**src/rtl/polar_conv.sv**
```systemverilog
module polar_conv #(
  parameter int          ITER     = 32,
  parameter int          GUARD    = 4,
  parameter logic [31:0] GAIN_Q32 = 32'd2608131497
) (
  input  logic        clk,
  input  logic        rst,
  input  logic        start,
  input  logic        sel_b,
  input  logic [63:0] op_a,
  input  logic [63:0] op_b,
  output logic        done,
  output logic [63:0] result
);

  localparam int XW = 35 + GUARD;
  localparam int MW = XW - GUARD;
  localparam int PW = XW + 32;
  localparam int CW = $clog2(ITER + 1);
  localparam logic [PW-1:0] RND = PW'(1) << (31 + GUARD);

  logic                 busy, scale, zero_q;
  logic [CW-1:0]        step;
  logic signed [XW-1:0] x, y;
  logic [31:0]          z;

  function automatic logic [31:0] atan_step(input int idx);
    case (idx)
      0:  atan_step = 32'd536870912;
      1:  atan_step = 32'd316933406;
      2:  atan_step = 32'd167458907;
      3:  atan_step = 32'd85004756;
      4:  atan_step = 32'd42667331;
      5:  atan_step = 32'd21354465;
      6:  atan_step = 32'd10679838;
      7:  atan_step = 32'd5340245;
      8:  atan_step = 32'd2670163;
      9:  atan_step = 32'd1335087;
      10: atan_step = 32'd667544;
      11: atan_step = 32'd333772;
      12: atan_step = 32'd166886;
      13: atan_step = 32'd83443;
      14: atan_step = 32'd41722;
      15: atan_step = 32'd20861;
      16: atan_step = 32'd10430;
      17: atan_step = 32'd5215;
      18: atan_step = 32'd2608;
      19: atan_step = 32'd1304;
      20: atan_step = 32'd652;
      21: atan_step = 32'd326;
      22: atan_step = 32'd163;
      23: atan_step = 32'd81;
      24: atan_step = 32'd41;
      25: atan_step = 32'd20;
      26: atan_step = 32'd10;
      27: atan_step = 32'd5;
      28: atan_step = 32'd3;
      29: atan_step = 32'd1;
      30: atan_step = 32'd1;
      default: atan_step = 32'd0;
    endcase
  endfunction

  wire [63:0] src    = sel_b ? op_b : op_a;
  wire        accept = start && !busy;

  wire signed [XW-1:0] re_w = {{(XW-32-GUARD){src[63]}}, src[63:32], {GUARD{1'b0}}};
  wire signed [XW-1:0] im_w = {{(XW-32-GUARD){src[31]}}, src[31:0],  {GUARD{1'b0}}};

  wire signed [XW-1:0] x_sh = x >>> step;
  wire signed [XW-1:0] y_sh = y >>> step;
  wire                 up   = !y[XW-1];

  wire [MW-1:0] mag_w = MW'((({{32{1'b0}}, x} * {{XW{1'b0}}, GAIN_Q32}) + RND) >> (32 + GUARD));
  wire          sat   = |mag_w[MW-1:31];

  always_ff @(posedge clk) begin
    if (rst) begin
      busy   <= 1'b0;
      scale  <= 1'b0;
      zero_q <= 1'b0;
      step   <= '0;
      x      <= '0;
      y      <= '0;
      z      <= '0;
      done   <= 1'b0;
      result <= '0;
    end else begin
      done <= 1'b0;
      if (accept) begin
        busy   <= 1'b1;
        scale  <= 1'b0;
        step   <= '0;
        zero_q <= (src == 64'd0);
        if (!src[63]) begin
          x <= re_w;
          y <= im_w;
          z <= 32'h0000_0000;
        end else if (!src[31]) begin
          x <= im_w;
          y <= -re_w;
          z <= 32'h4000_0000;
        end else begin
          x <= -im_w;
          y <= re_w;
          z <= 32'hC000_0000;
        end
      end else if (busy && !scale) begin
        if (up) begin
          x <= x + y_sh;
          y <= y - x_sh;
          z <= z + atan_step(int'(step));
        end else begin
          x <= x - y_sh;
          y <= y + x_sh;
          z <= z - atan_step(int'(step));
        end
        step <= step + CW'(1);
        if (step == CW'(ITER - 1)) scale <= 1'b1;
      end else if (scale) begin
        scale  <= 1'b0;
        busy   <= 1'b0;
        done   <= 1'b1;
        result <= {sat ? 32'h7FFF_FFFF : mag_w[31:0], zero_q ? 32'd0 : z};
      end
    end
  end

endmodule

```
**config.mk**
```make
export PLATFORM = sky130hd
export DESIGN_NAME = polar_conv
export DESIGN_NICKNAME = d
export VERILOG_FILES = /design/src/rtl/polar_conv.sv
export SDC_FILE = /design/constraint.sdc
export NUM_CORES = 2
export LEC_CHECK = 0
export BUFFER_PORTS_ARGS = -buffer_cell sky130_fd_sc_hd__buf_2
export CAP_MARGIN = 20
export CORE_UTILIZATION = 55
export CTS_BUF_LIST = sky130_fd_sc_hd__clkbuf_8 sky130_fd_sc_hd__clkbuf_16
export CTS_CLUSTER_SIZE = 25
export DETAILED_ROUTE_END_ITERATION = 16
export PLACE_DENSITY_LB_ADDON = 0.12
export SLEW_MARGIN = 20
export SYNTH_ARGS = -nofsm -noshare
export SYNTH_HDL_FRONTEND = slang
export SYNTH_SLANG_ARGS = --single-unit
```
**constraint.sdc**
```tcl
create_clock -name clk -period 11.3 [get_ports clk]
set_input_delay 2.26 -clock clk [delete_from_list [all_inputs] [get_ports clk]]
set_output_delay 2.26 -clock clk [all_outputs]
set_load 0.01 [all_outputs]
```
## Yosys cells after proc, flatten, opt, wreduce, memory -nomap -nowiden

Memories as Yosys holds them, arrays and structs flattened. A register that Yosys moved wholly into a read port is not among the register bits.
Index checks and enable logic that the tools add are counted.

- Output and inout port bits: 65
- Register bits after elaboration: 184
- Word-level logic and storage cells: 77
- Memories kept: 2
- Memory bits (read-only): 1,920

- Bitwise gates (word level): 2
- Multiplexer cells: 36
- Shift-type cells: 2
- Multipliers: 1
- Reduce and logical (&&, ||, !) cells: 13
- Equality and inequality tests: 2
- Add/subtract/negate cells: 10

Memories:

| name | words | bits a word | read ports | clocked after Yosys merged registers in | wr ports | RTL line | text |
|---|---|---|---|---|---|---|---|
| (name not given) | 32 | 30 | 1 | 1 | 0 | 28 | `case (idx)` |
| (name not given) | 32 | 30 | 1 | 1 | 0 | 28 |  |

Operators with widths:

| kind | count |
|---|---|
| 32-bit 2-to-1 mux | 17 |
| 39-bit 2-to-1 mux | 10 |
| 39-bit adder | 2 |
| 36-bit negator with 39-bit output | 2 |
| 39-bit by 6-bit >>> shifter with 39-bit output | 2 |
| 39-bit subtractor | 2 |
| 71-bit by 36-bit adder with 71-bit output (second input constant) | 1 |
| 39-bit by 32-bit multiplier with 71-bit output (second input constant) | 1 |
| 64-bit logical NOT | 1 |
| 64-bit 2-to-1 mux | 1 |
| 32-bit adder | 1 |
| 32-bit subtractor | 1 |
| 5-bit 2-to-1 mux | 4 |
| 6-bit by 1-bit adder with 6-bit output (second input constant) | 1 |
| 6-bit by 5-bit == test with 1-bit output (second input constant) | 1 |
| 3-bit OR reduction | 2 |
| 1-bit 2-to-1 mux | 4 |
| 2-bit nonzero test | 2 |
| 4-bit OR reduction | 1 |
| 3-bit AND reduction | 1 |
| 1-bit logical AND | 2 |
| 1-bit logical NOT | 2 |
| 2-bit inequality test (second input constant) | 1 |
| 1-bit NOT | 2 |
| other kinds (2) | 2 |

## Longest topological paths before layout

- Word-level depth: 9
- Mapped depth: 31
- Depth with buffers taken out: 26

## Worst setup path after synthesis

No wires, ideal clock.

- Path kind: flip-flop to flip-flop
- Start: register x[10]
- End: register result[59]
- Buffers on the path: 1
- Library setup time: 134 ps
- Data required time: 11,166 ps
- Period minus slack after synthesis: 8,282 ps
- Cell stages (with the launch flop): 26
- Data arrival time: 8,148 ps
- Slack: 3,018 ps
- Cells stage by stage: dfxtp_1 > inv_1 > fa_1 > fa_1 > inv_1 > fa_1 > fa_1 > fa_1 > fa_1 > fa_1 > inv_1 > fa_1 > inv_1 > ha_1 > nand2_1 > nor4_1 > o2111ai_1 > o211ai_1 > o211ai_1 > a21oi_1 > o21ai_0 > o21bai_1 > mux2_2 > a2111oi_1 > buf_2 > a211oi_1

- Cells in the longest elaborated chain, start to end: 4

Ends and longest elaborated chain:

| item | RTL line | text |
|---|---|---|
| from (decl) | 24 | `logic signed [XW-1:0] x, y;` |
| from (signal assigned) | 96 | `x <= re_w;` |
| from (signal assigned) | 100 | `x <= im_w;` |
| from (signal assigned) | 104 | `x <= -im_w;` |
| 39-bit by 32-bit multiplier with 71-bit output (*) | 74 | `wire [MW-1:0] mag_w = MW'((({{32{1'b0}}, x} * {{XW{1'b0}}, GAIN_Q32}) + RND) >> (32 + GUARD));` |
| 71-bit by 36-bit adder with 71-bit output (*) | 74 |  |
| 4-bit OR reduction | 75 | `wire sat = \|mag_w[MW-1:31];` |
| 32-bit 2-to-1 mux (*) | 124 | `result <= {sat ? 32'h7FFF_FFFF : mag_w[31:0], zero_q ? 32'd0 : z};` |
| to (signal assigned) | 124 |  |
| to (decl) | 13 | `output logic [63:0] result` |

Mark *: on every way between the ends. The rest lies on a longest branch, timed or not.
A chain may end at the register's enable or synchronous reset.

## Worst setup path after layout

- Start: register x[10]
- End: register result[34]

Same word-level chain as after synthesis.

==> impl_metrics.json <==
{
  "port_buffers": 196,
  "root_buffer": "clkbuf_16",
  "maxSlewViolCount": 0,
  "crit_required_ns": 11.73,
  "routabilityCongestion": 1.09,
  "top_layer_used": "met5",
  "critical_path_class": "reg2reg",
  "clock_sink_count": 214,
  "antenna_found_initial": 9,
  "track_usage_pct": 35.0,
  "yosys-top-cells-area": "fa_1, ha_1, dfxtp_1",
  "ys_types": 98,
  "post_drt_wl_per_cell_um": 23.2,
  "timing.hold.worst.class": "reg2reg",
  "drt.antenna.violating_nets": 0,
  "final_count_of_negative_setup_slack_endpoints": 0,
  "cts_hold_buf": 0,
  "tritoncts": "done",
  "mostFrequentLayoutCells": "inv_1, fa_1, ha_1",
  "synth_top_area_share_pct": 25.6,
  "die_h_um": 296,
  "overflow": 0,
  "post_cts_resize_count": 0,
  "post_synthesis_cell_area_sq_um": 47700,
  "wl_met3_um": 15400,
  "mostFrequentLayoutCell": "inv_1",
  "timing.setup.tns_ns": 0,
  "wirelength_um": 155000,
  "die_area_sq_um": 87900,
  "yosysSeqAreaShare_pct": 8.99,
  "number_of_ports_placed_on_the_die_boundary": 197,
  "num_vias": 41100,
  "detail_route.vias_per_cell": 6.16,
  "post-synth-top-area-cell": "fa_1",
  "tightest_slew_ns": 1.26,
  "detailedPlacementHpwl_um": 126000,
  "final-hold-violation-count": 0,
  "synthesized_instance_count": 5435,
  "async_flop_share_pct": 0,
  "route.layer.met1.wl_um": 65400,
  "finalWorstPathRequiredPeriod_ns": 9.79,
  "final_layout_size_suffix_gt1_share_pct": 9.24,
  "clock_tree.htree_level_count": 1,
  "met2WireLength_um": 67800,
  "numCtsBuffers": 28,
  "chipWidth_um": 296,
  "design.core.area_sq_um": 85500,
  "path_clk_slew_ns": 0.06,
  "slew-limit-headroom_pct": 15.4,
  "cts_buffer_depth": 3,
  "clk_latency_ns": 0.61,
  "synth_warnings": 0,
  "final.setup_skew_ns": 0.0265,
  "cap_viol_max_count": 0,
  "grt_setup_unrepaired": "false",
  "nets": 6801,
  "fillers": 7737,
  "syn_area_cell_sq_um": 8.77,
  "crit_path_start_kind": "flip-flop",
  "grt_first_pass_wirelength_um": 234000,
  "synth_top_flop_cell": "dfxtp_1",
  "max_freq_mhz": 102,
  "drt_first_iter_violations": 4164,
  "initial_core_util_pct": 55.7,
  "fp-row-count": 107,
  "via_count_of_the_first_global_routing_pass": 38700,
  "synthesis.nets": 6735,
  "cp-end-kind": "flip-flop",
  "cp_data_arrival_time_ns": 10.22,
  "number_of_enable_type_register_cells_in_the_synthesized_netlist": 0,
  "area_growth_pct": 6.19,
  "path_max_fanout": 31,
  "post-cts-setup-buffers": 0,
  "drt_first_pass_iters": 8,
  "ys_seq_elements": 214,
  "status": "finished, final reports clean",
  "route.detailed.drc": 0,
  "grt_start_max_net_pins": 107,
  "period_share_pct": 86.7
}
==> stage by stage <==
stage / cell area, sq um / util (%) / hold WS [ns] / setup WS, ns / instances
floorplan: 47700 / - / 0.449 / 3.02 / 5435
global placement: 49700 / 58.1 / 0.435 / 1.87 / 6615
detailed placement: 49700 / 58.1 / 0.443 / 1.62 / 6615
CTS: 50600 / 59.2 / 0.450 / 1.59 / 6666
global route: 50600 / 59.2 / 0.463 / 0.917 / 6668
finish: 50600 / 59.2 / 0.446 / 1.51 / 6671
==> logic make-up (layout without fill, tap and decap cells) <==
logic type	Yosys count	in the layout	share of synthesized area [%]
XOR/XNOR	256	256	4.70
flip-flops	214	214	8.99
AO/OA/AOI/OAI	1167	1167	16.0
buffers and inverters	1189	1276	9.73
adder cells (fa/ha/maj)	1168	1168	40.2
other	0	5	0
AND/OR/NAND/NOR	1179	1179	11.8
multiplexers	262	262	8.56
==> worst paths after layout <==
kind | start | end | slack [ns] | depth (start not counted)
setup / recovery | x[10]$_SDFFE_PP0P_ | result[34]$_SDFFE_PP0P_ | 1.51 | 25
setup reg to reg | x[10]$_SDFFE_PP0P_ | result[34]$_SDFFE_PP0P_ | 1.51 | 25
hold reg to reg | result[24]$_SDFFE_PP0P_ | result[24]$_SDFFE_PP0P_ | 0.45 | 2
hold / removal | result[24]$_SDFFE_PP0P_ | result[24]$_SDFFE_PP0P_ | 0.45 | 2
==> cell usage after synthesis (all sizes together) (49+ instances only) <==
| library cell | n |
|---|---|
| a31oi | 58 |
| o21ai | 204 |
| nand2 | 363 |
| nor2 | 350 |
| dfxtp | 214 |
| xor2 | 108 |
| nand3 | 49 |
| a211oi | 100 |
| buf | 79 |
| xnor2 | 148 |
| inv | 959 |
| ha | 559 |
| clkbuf | 148 |
| mux4 | 113 |
| a21o | 86 |
| mux2i | 123 |
| a21oi | 341 |
| nor3 | 107 |
| fa | 609 |
==> critical path: stages (launching register included) <==
cell,delay [ns]
dfxtp_1,0.80
inv_1,0.35
fa_1,0.59
fa_1,0.54
inv_1,0.06
fa_1,0.51
fa_1,0.44
fa_1,0.52
fa_1,0.52
fa_1,0.58
inv_1,0.07
fa_1,0.53
inv_1,0.04
ha_1,0.38
nand2_1,0.10
nor4_1,0.54
o2111ai_1,0.21
o211ai_1,0.33
o211ai_1,0.28
a21oi_1,0.48
o21ai_0,0.27
o21bai_1,0.29
mux2_2,0.38
a2111oi_2,0.27
buf_4,0.37
a211oi_1,0.13
==> layout make-up <==
cell class                      count  area [sq um]  share of cell area, %
Clock inverter                     15           111                  0.220
Antenna cell                        5          12.5                 0.0247
Tap cell                         1144          1430                   2.83
Timing Repair Buffer              263          1510                   2.97
Inverter                          962          3610                   7.13
Clock buffer                       36           822                   1.62
Multi-Input combinational cell   4032         38800                   76.7
Sequential cell                   214          4300                   8.50
==> routing by layer <==
| layer | global-route usage [%] | vias up |
|---|---|---|
| met3 | 8.06 | 310 |
| met4 | 11.8 | 12 |
| met1 | 49.4 | 20200 |
| li1 | - | 18700 |
| met2 | 52.9 | 1885 |
| met5 | 0 | - |
Power is not shown: default switching activity piles up to over one toggle a cycle in this logic, so the estimate is an artifact.
